===== src/rtl/uart_rb_pkg.sv =====
package uart_rb_pkg;

    typedef enum logic [3:0] {
        RB_DATA  = 4'd0,
        RB_LSTAT = 4'd1,
        RB_MSTAT = 4'd2,
        RB_LCTRL = 4'd3,
        RB_MCTRL = 4'd4,
        RB_DIVLO = 4'd5,
        RB_DIVHI = 4'd6,
        RB_INTR  = 4'd7,
        RB_TXRES = 4'd8,
        RB_RXRES = 4'd9
    } rb_reg_e;

    localparam int RB_NUM = 10;

    typedef enum logic {
        ACC_IDLE,
        ACC_REPLY
    } acc_state_e;

    // line status bit positions
    localparam int LS_TXNF = 0;
    localparam int LS_RXNE = 1;
    localparam int LS_PAR  = 2;
    localparam int LS_OVR  = 3;
    localparam int LS_FRM  = 4;
    localparam int LS_BRK  = 5;
    localparam int LS_TEMT = 6;
    localparam int LS_W    = 7;

    localparam int BREAK_BIT = 5;

endpackage


===== src/rtl/uart_rb_decode.sv =====
module uart_rb_decode #(
    parameter int ADDR_W = 6,
    parameter int NUM    = 10
) (
    input  logic              sel,
    input  logic [ADDR_W-1:0] addr,
    output logic [NUM-1:0]    hit
);
    // one hit line per word offset; misaligned offsets match nothing
    for (genvar i = 0; i < NUM; i++) begin : g_hit
        assign hit[i] = sel && (addr == ADDR_W'(i * 4));
    end
endmodule


===== src/rtl/uart_rb_ctrl.sv =====
module uart_rb_ctrl #(
    parameter int LCR_W = 8,
    parameter int MCR_W = 5,
    parameter int DLO_W = 16,
    parameter int DHI_W = 8
) (
    input  logic             clk,
    input  logic             rst_n,
    input  logic             lcr_we,
    input  logic [LCR_W-1:0] lcr_wd,
    input  logic             mcr_we,
    input  logic [MCR_W-1:0] mcr_wd,
    input  logic             dlo_we,
    input  logic [DLO_W-1:0] dlo_wd,
    input  logic             dhi_we,
    input  logic [DHI_W-1:0] dhi_wd,
    output logic [LCR_W-1:0] lcr_q,
    output logic [MCR_W-1:0] mcr_q,
    output logic [DLO_W-1:0] dlo_q,
    output logic [DHI_W-1:0] dhi_q
);
    always_ff @(posedge clk or negedge rst_n) begin
        if (!rst_n) begin
            lcr_q <= '0;
            mcr_q <= '0;
            dlo_q <= '0;
            dhi_q <= '0;
        end else begin
            if (lcr_we) lcr_q <= lcr_wd;
            if (mcr_we) mcr_q <= mcr_wd;
            if (dlo_we) dlo_q <= dlo_wd;
            if (dhi_we) dhi_q <= dhi_wd;
        end
    end

    assert_lcr_write_R9: assert property (@(posedge clk) disable iff (!rst_n)
        lcr_we |=> (lcr_q == $past(lcr_wd)));

    assert_mcr_hold_R10: assert property (@(posedge clk) disable iff (!rst_n)
        !mcr_we |=> $stable(mcr_q));
endmodule


===== src/rtl/uart_rb_irq.sv =====
module uart_rb_irq #(
    parameter int EN_W = 4
) (
    input  logic            clk,
    input  logic            rst_n,
    input  logic            cfg_we,
    input  logic [EN_W-1:0] cfg_wd,
    input  logic            stat_rd,
    input  logic            rx_event,
    input  logic            tx_event,
    output logic [EN_W-1:0] en_q,
    output logic [1:0]      stat_q,
    output logic            irq
);
    // en_q[1] gates RX (register bit5), en_q[0] gates TX (register bit4)
    always_ff @(posedge clk or negedge rst_n) begin
        if (!rst_n) begin
            en_q   <= '0;
            stat_q <= '0;
        end else begin
            if (cfg_we) en_q <= cfg_wd;
            if (stat_rd) stat_q <= '0;
            else         stat_q <= stat_q | {rx_event, tx_event};
        end
    end

    assign irq = (stat_q[1] & en_q[1]) | (stat_q[0] & en_q[0]);

    assert_clear_on_read_R4: assert property (@(posedge clk) disable iff (!rst_n)
        stat_rd |=> (stat_q == 2'b00));

    assert_enable_write_R4: assert property (@(posedge clk) disable iff (!rst_n)
        cfg_we |=> (en_q == $past(cfg_wd)));

    assert_irq_cause_R5: assert property (@(posedge clk) disable iff (!rst_n)
        irq |-> ((stat_q != 2'b00) && (en_q[1:0] != 2'b00)));
endmodule


===== src/rtl/uart_regbank.sv =====
module uart_regbank
    import uart_rb_pkg::*;
#(
    parameter int DEPTH  = 128,
    parameter int ADDR_W = 6,
    parameter int DATA_W = 16,
    parameter int CHAR_W = 8,
    parameter int LVL_W  = $clog2(DEPTH + 1)
) (
    input  logic              clk,
    input  logic              rst_n,
    input  logic              bus_sel,
    input  logic              bus_wr,
    input  logic [ADDR_W-1:0] bus_addr,
    input  logic [DATA_W-1:0] bus_wdata,
    output logic [DATA_W-1:0] bus_rdata,
    output logic              bus_rvalid,
    output logic              irq,
    output logic              tx_push,
    output logic [CHAR_W-1:0] tx_data,
    input  logic [LVL_W-1:0]  tx_level,
    input  logic              tx_idle,
    output logic              rx_pop,
    output logic              rx_flush,
    input  logic [LVL_W-1:0]  rx_level,
    input  logic [CHAR_W-1:0] rx_data,
    input  logic              rx_err_parity,
    input  logic              rx_err_overrun,
    input  logic              rx_err_frame,
    input  logic              rx_err_break,
    input  logic              line_cts,
    input  logic              line_dsr,
    input  logic              line_ri,
    input  logic              line_dcd,
    output logic [7:0]        line_ctrl,
    output logic              tx_break,
    output logic [4:0]        modem_ctrl,
    output logic [15:0]       div_lo,
    output logic [7:0]        div_hi
);
    localparam int EN_W = 4;
    localparam logic [LVL_W-1:0] FULL_LVL = LVL_W'(DEPTH);

    logic [RB_NUM-1:0] hit;
    logic              rd_req, wr_req;
    logic              tx_room, rx_avail;
    logic [EN_W-1:0]   irq_en;
    logic [1:0]        irq_stat;
    logic [LS_W-1:0]   lstat;
    logic [DATA_W-1:0] rd_val;
    acc_state_e        state_q, state_d;

    uart_rb_decode #(.ADDR_W(ADDR_W), .NUM(RB_NUM)) u_decode (
        .sel  (bus_sel),
        .addr (bus_addr),
        .hit  (hit)
    );

    assign rd_req   = bus_sel && !bus_wr;
    assign wr_req   = bus_sel && bus_wr;
    assign tx_room  = (tx_level != FULL_LVL);
    assign rx_avail = (rx_level != '0);

    uart_rb_ctrl #(.LCR_W(8), .MCR_W(5), .DLO_W(16), .DHI_W(8)) u_ctrl (
        .clk    (clk),
        .rst_n  (rst_n),
        .lcr_we (wr_req && hit[RB_LCTRL]),
        .lcr_wd (bus_wdata[7:0]),
        .mcr_we (wr_req && hit[RB_MCTRL]),
        .mcr_wd (bus_wdata[4:0]),
        .dlo_we (wr_req && hit[RB_DIVLO]),
        .dlo_wd (bus_wdata[15:0]),
        .dhi_we (wr_req && hit[RB_DIVHI]),
        .dhi_wd (bus_wdata[7:0]),
        .lcr_q  (line_ctrl),
        .mcr_q  (modem_ctrl),
        .dlo_q  (div_lo),
        .dhi_q  (div_hi)
    );

    assign tx_break = line_ctrl[BREAK_BIT];

    uart_rb_irq #(.EN_W(EN_W)) u_irq (
        .clk      (clk),
        .rst_n    (rst_n),
        .cfg_we   (wr_req && hit[RB_INTR]),
        .cfg_wd   (bus_wdata[7:4]),
        .stat_rd  (rd_req && hit[RB_INTR]),
        .rx_event (rx_avail),
        .tx_event (tx_room),
        .en_q     (irq_en),
        .stat_q   (irq_stat),
        .irq      (irq)
    );

    // FIFO strobes act in the cycle of the access
    assign tx_push  = wr_req && hit[RB_DATA] && tx_room;
    assign tx_data  = bus_wdata[CHAR_W-1:0];
    assign rx_pop   = rd_req && hit[RB_DATA] && rx_avail;
    assign rx_flush = wr_req && hit[RB_RXRES] && (bus_wdata == '0);

    always_comb begin
        lstat          = '0;
        lstat[LS_TXNF] = tx_room;
        lstat[LS_RXNE] = rx_avail;
        lstat[LS_PAR]  = rx_avail && rx_err_parity;
        lstat[LS_OVR]  = rx_avail && rx_err_overrun;
        lstat[LS_FRM]  = rx_avail && rx_err_frame;
        lstat[LS_BRK]  = rx_avail && rx_err_break;
        lstat[LS_TEMT] = (tx_level == '0) && tx_idle;
    end

    always_comb begin
        rd_val = '0;
        if (hit[RB_DATA] && rx_avail) rd_val = DATA_W'(rx_data);
        if (hit[RB_LSTAT]) rd_val = DATA_W'(lstat);
        if (hit[RB_MSTAT]) rd_val = DATA_W'({line_dcd, line_ri, line_dsr, line_cts});
        if (hit[RB_LCTRL]) rd_val = DATA_W'(line_ctrl);
        if (hit[RB_MCTRL]) rd_val = DATA_W'(modem_ctrl);
        if (hit[RB_DIVLO]) rd_val = DATA_W'(div_lo);
        if (hit[RB_DIVHI]) rd_val = DATA_W'(div_hi);
        if (hit[RB_INTR])  rd_val = DATA_W'({irq_en, 2'b00, irq_stat});
        if (hit[RB_TXRES]) rd_val = DATA_W'(tx_level);
        if (hit[RB_RXRES]) rd_val = DATA_W'(rx_level);
    end

    // access state register
    always_ff @(posedge clk or negedge rst_n) begin
        if (!rst_n) state_q <= ACC_IDLE;
        else        state_q <= state_d;
    end

    always_comb begin
        state_d = state_q;
        unique case (state_q)
            ACC_IDLE:  if (rd_req)  state_d = ACC_REPLY;
            ACC_REPLY: if (!rd_req) state_d = ACC_IDLE;
        endcase
    end

    // outputs of the access machine
    always_ff @(posedge clk or negedge rst_n) begin
        if (!rst_n)      bus_rdata <= '0;
        else if (rd_req) bus_rdata <= rd_val;
        else             bus_rdata <= '0;
    end

    assign bus_rvalid = (state_q == ACC_REPLY);

    assert_push_room_R6: assert property (@(posedge clk) disable iff (!rst_n)
        tx_push |-> (tx_level < FULL_LVL));

    assert_pop_avail_R7: assert property (@(posedge clk) disable iff (!rst_n)
        rx_pop |-> (rx_level != '0));

    assert_flush_zero_R8: assert property (@(posedge clk) disable iff (!rst_n)
        rx_flush |-> (bus_wdata == '0) && (bus_addr == ADDR_W'(36)));

    assert_reply_R2: assert property (@(posedge clk) disable iff (!rst_n)
        (bus_sel && !bus_wr) |=> bus_rvalid);

    assert_no_reply_R2: assert property (@(posedge clk) disable iff (!rst_n)
        !(bus_sel && !bus_wr) |=> (!bus_rvalid && (bus_rdata == '0)));
endmodule


===== config.mk =====
export PLATFORM = sky130hd
export DESIGN_NAME = uart_regbank
export DESIGN_NICKNAME = d
export VERILOG_FILES = /design/src/rtl/uart_rb_pkg.sv /design/src/rtl/uart_rb_decode.sv /design/src/rtl/uart_rb_ctrl.sv /design/src/rtl/uart_rb_irq.sv /design/src/rtl/uart_regbank.sv
export SDC_FILE = /design/constraint.sdc
export NUM_CORES = 1
export LEC_CHECK = 0
export BUFFER_PORTS_ARGS = -buffer_cell sky130_fd_sc_hd__buf_4
export CELL_PAD_IN_SITES_DETAIL_PLACEMENT = 1
export CELL_PAD_IN_SITES_GLOBAL_PLACEMENT = 1
export CORE_AREA = 2 2 97 99
export CTS_CLUSTER_SIZE = 10
export DETAILED_ROUTE_END_ITERATION = 7
export DIE_AREA = 0 0 99 101
export PLACE_DENSITY_LB_ADDON = 0.1
export SYNTH_ARGS = -nofsm -noshare
export SYNTH_HDL_FRONTEND = slang
export SYNTH_SLANG_ARGS = --single-unit

===== constraint.sdc =====
create_clock -name clk -period 1.6 [get_ports clk]
set_input_delay 0.08 -clock clk [delete_from_list [all_inputs] [get_ports clk]]
set_output_delay 0.08 -clock clk [all_outputs]
set_load 0.1 [all_outputs]

# Word level (Yosys, flattened, before mapping)
# Index checks and enable logic that the tools add are counted.
# word_totals
regBits	60
out_inout_bits	67
word_cells	70
# classes
n_eq_ne	10
muxes	13
bitwise_logic	4
reduce_logical	35
# op_table
op	n
two-way mux 16 bit	10
logical AND 1 bit	30
equality test 6 x 5 -> 1 bit, second input constant	4
zero test 16 bit	1
equality test 6 x 4 -> 1 bit, second input constant	2
equality test 6 bit, second input constant	2
zero test 8 bit	1
two-way mux 8 bit	1
!= test 8 bit, second input constant	1
nonzero test 8 bit	1
equality test 6 x 3 -> 1 bit, second input constant	1
zero test 6 bit	1
AND 1 bit	2
two-way mux 2 bit	1
OR 2 bit	1
zero test 1 bit	1
two-way mux 1 bit	1
OR 1 bit	1

# Logic depth before layout (Yosys ltp)
# logic_depth
depth_word	14
mapped_depth	7
mapped_depth_nobuf	5

# Hierarchy
# A second synthesis with hierarchy kept.
# unflattened
cells_unflattened	301
area_unflattened_um2	3305.7
# by_module_without_submodules
mod	instances	cells_each	area_per_inst_um2	seq_area_each_um2
uart_regbank	1	193	1549.0	425.4
uart_rb_ctrl	1	78	1421.4	925.9
uart_rb_irq	1	13	224.0	150.1
uart_rb_decode	1	17	111.4	0.0

# Worst setup path before layout
# OpenSTA, ideal clock, no wires.
# synth_path
kind	in2out
startpoint	in bus_addr[3]
endpoint	out tx_push
arrival_time_ns	2.929
required_time_ns	1.520
slack_ns	-1.409
stages	3
cell_sequence	clkbuf_1 -> or4_1 -> nor3_1
# synth_via
elab_chain_len	4
# synth_lines
item	line_no	text
start: declaration	uart_regbank.sv:14	input logic [ADDR_W-1:0] bus_addr,
zero test 6 bit	uart_rb_decode.sv:11	assign hit[i] = sel && (addr == ADDR_W'(i * 4));
logical AND 1 bit	uart_rb_decode.sv:11	
logical AND 1 bit (2 in a row)	uart_regbank.sv:97	assign tx_push = wr_req && hit[RB_DATA] && tx_room;
end: declaration	uart_regbank.sv:19	output logic tx_push,
# Every way passes these cells.

# Worst setup path after layout
# layout_path
startpoint	in bus_wdata[10]
endpoint	out rx_flush
# layout_via
elab_chain_len	2
# layout_lines
item	line_no	text
start: declaration	uart_regbank.sv:15	input logic [DATA_W-1:0] bus_wdata,
zero test 16 bit	uart_regbank.sv:100	assign rx_flush = wr_req && hit[RB_RXRES] && (bus_wdata == '0);
logical AND 1 bit	uart_regbank.sv:100	
end: declaration	uart_regbank.sv:24	output logic rx_flush,
# Every way passes these cells.

==> results.py <==
metrics = {
    "run_status": {
        "status": "finished clean",
    },
    "global_route": {
        "grt_usage_pct": 26.1,
        "overflow": 0,
        "grt_max_degree": 38,
        "grt_pass1_vias": 3497,
        "antenna_found_initial": 0,
        "grt_pass1_wl_um": 19900,
    },
    "route": {
        "wl_per_cell_um": 21.4,
        "wl_met2_um": 6490,
        "drtIter0Drc": 112,
        "via_count": 3298,
        "antenna_left": 0,
        "drc": 0,
        "wl_um": 12900,
        "top_layer": "met4",
        "wl_met3_um": 719,
        "post_drt_via_cell_ratio": 5.50,
        "drtPass1Iterations": 4,
        "drt-met1-wl_um": 5480,
    },
    "die": {
        "io_pins": 126,
        "die-area_um2": 10000,
        "initial_utilization_pct": 36.0,
        "num_rows": 35,
        "die_h_um": 101,
        "core_region_area_um2": 8980,
        "dieWidth_um": 99,
    },
    "synthesis": {
        "seq_area_frac_synth_pct": 46.4,
        "synth_nets": 364,
        "synth_area_um2": 3230,
        "postSynthAreaPerCell_um2": 10.6,
        "synth_top_area_cell": "dfrtp_1",
        "synth_top_area_share_pct": 46.4,
        "yosys_register_bits": 60,
        "synth_enable_flop_cells": 0,
        "ys_warn_count": 0,
        "synth-main-ff-cell": "dfrtp_1",
        "synthCells": 305,
        "yosys-top-cells-area": "dfrtp_1, mux2_2, o21ai_0",
        "async_reset_ff_share_pct": 100,
        "synth_cell_types": 55,
    },
    "pwr": {
        "ir_drop_v": 0.000482,
        "p_leak_uw": 0.00248,
        "power.density_nw_per_um2": 841,
    },
    "placement": {
        "detailed_place.area_um2": 4700,
        "io_buffer_count": 125,
        "place_ws_ns": -0.312,
        "dp_hpwl_um": 9760,
        "place_inst": 573,
        "place_congestion": 0.872,
    },
    "cts": {
        "htreeDepth": 3,
        "cts-buffers-inserted": 9,
        "clockBufferDepth": 2,
        "root_buffer": "clkbuf_8",
        "cts_tree": "built",
        "clkTransAtPathRegs_ns": 0.08,
        "clkLatencyLatePin_ns": 0.34,
        "cts_num_sinks": 60,
    },
    "timing": {
        "setup-violations-final": 0,
        "slew_violations": 0,
        "min_period_over_period_pct": 99.0,
        "hold_violations": 0,
        "setup_ws_ns": 0.0164,
        "finalClockSkew_ns": 0.00803,
        "max_freq_ghz": 0.631,
        "rsz0062_at_grt": "true",
        "worstMarginPinSlew_ns": 0.511,
        "slew_headroom_pct": 65.6,
        "timing.hold.ws_ns": 0.00783,
        "period_needed_ns": 1.58,
    },
    "run": {
        "cap_violations": 0,
    },
    "setup_path": {
        "worstPathRequired_ns": 1.52,
        "cp-end-kind": "output port",
        "critical_path_class": "primary input to output port",
        "critPathMaxFanout": 2,
        "cp.arrival_ns": 1.50,
        "startpoint_type": "primary input",
    },
    "final_layout": {
        "stdcell_count": 600,
        "fin_util_pct": 57.5,
        "nNetsFinal": 543,
        "drive_gt1_share_pct": 54.8,
        "antenna_cells": 0,
        "design_area_um2": 5160,
        "synthToLayoutAreaGrowth_pct": 59.6,
    },
    "worst_hold_path": {
        "hold_class": "primary input to flip-flop",
    },
}
## Yosys cell counts (2+ instances only)
library cell,n
a211oi_1,2
a21oi_1,15
a221oi_1,2
a22o_1,2
a22oi_1,2
a31oi_1,7
a32oi_1,5
and2_1,8
and3_1,5
and3b_1,2
and4_1,3
buf_2,4
buf_4,10
clkbuf_1,8
dfrtp_1,60
inv_1,3
mux2_1,2
mux2_2,39
mux2i_1,2
nand2_1,21
nand2b_1,6
nand3_1,4
nand3b_1,3
nand4_1,3
nand4b_1,2
nor2_1,15
nor2_4,2
nor2b_1,4
nor3_1,6
nor3_4,2
nor4_1,8
o211a_1,2
o211ai_1,2
o21a_1,2
o21ai_0,16
o221ai_1,2
o22a_1,2
o22ai_1,2
o31ai_1,2
or3_1,2
or4_1,2
## power by group
part | internal [uW] | switching, uW | leakage, uW | total (uW)
clock | 934 | 703 | 0.000113 | 1640
sequential | 1570 | 46.4 | 0.000805 | 1620
combinational | 336 | 750 | 0.00156 | 1090
total | 2840 | 1500 | 0.00248 | 4340
## through the flow
stage / setup TNS [ns] / power (uW)
2_1_floorplan: -2.64 / 2290
3_3_place_gp: -9.38 / 2680
3_5_place_dp: -10.72 / 2690
4_1_cts: 0 / 4360
5_1_grt: -0.0458 / 4470
6_report: 0 / 4340
## flip-flops by register name (all words and copies together) (netlist names)
signal	cells
bus_rdata	16
u_ctrl.dlo_q	16
u_ctrl.dhi_q	8
u_ctrl.lcr_q	8
u_ctrl.mcr_q	5
u_irq.en_q	4
u_irq.stat_q	2
bus_rvalid	1
## layer usage
layer,vias to the layer above,global-route usage [%]
li1,1498,-
met1,1676,33.6
met3,15,4.92
met5,-,0
met4,0,7.27
met2,109,45.2
## cell type report
class,count,area [um^2]
Fill cell,1035,3820
Multi-Input combinational cell,219,1730
Timing Repair Buffer,191,1540
Sequential cell,60,1510
Tap cell,111,139
Clock buffer,10,138
Clock inverter,6,93.8
Inverter,3,11.3
## worst paths after layout
| check | start | endpoint | slack, ns | depth (start not counted) |
|---|---|---|---|---|
| max | bus_wdata[10] | rx_flush | 0.02 | 5 |
| min | bus_wdata[6] | u_ctrl.dhi_q[6] | 0.008 | 2 |
| max reg2reg | u_ctrl.lcr_q[3] | bus_rdata[3] | 0.24 | 5 |
| min reg2reg | u_ctrl.dlo_q[14] | bus_rdata[14] | 0.51 | 1 |
| max in group asynchronous | rst_n | u_ctrl.dlo_q[5] | 0.83 | 3 |
| min in group asynchronous | rst_n | bus_rvalid | 0.20 | 2 |
## cell usage in the layout, fill, tap and decap left out, types with 3 or more instances in the layout
cell	synthesis	layout
dfrtp_2	0	9
and2_1	8	8
a21oi_1	15	14
mux2_2	39	32
nand3_1	4	4
a32oi_1	5	5
nand2_1	21	19
buf_4	10	173
mux2_4	0	7
nor3_1	6	5
nand3b_1	3	3
buf_12	0	5
clkbuf_8	0	10
a31oi_1	7	7
nor2_4	2	3
nor3_4	2	4
nor2b_1	4	4
nand4_1	3	3
nor4_1	8	4
and3_1	5	4
nand2b_1	6	6
nor2_1	15	15
o21ai_0	16	16
dlygate4sd3_1	0	9
inv_1	3	3
dfrtp_1	60	51
## critical path: stages
cell,delay (ns)
dlygate4sd3_1,0.54
buf_4,0.14
nor4_1,0.28
and4_4,0.29
buf_12,0.17
## kinds of logic after synthesis
| group | synth area share, % |
|---|---|
| AO/OA/AOI/OAI | 14.4 |
| buffers and inverters | 4.56 |
| flip-flops | 46.4 |
| multiplexers | 14.9 |
| AND/OR/NAND/NOR | 19.7 |
## timing repair
| action | in CTS | in global routing |
|---|---|---|
| endpoints found under the hold margin | 31 | 0 |
| hold buffers | 9 | 0 |
| pin swaps | 3 | 1 |
| gates cloned | 0 | 0 |
| setup endpoints to repair | 3 | 8 |
| resized for setup | 19 | 6 |
| setup buffers | 0 | 2 |
Note: power is estimated with default switching activity, not from simulation.
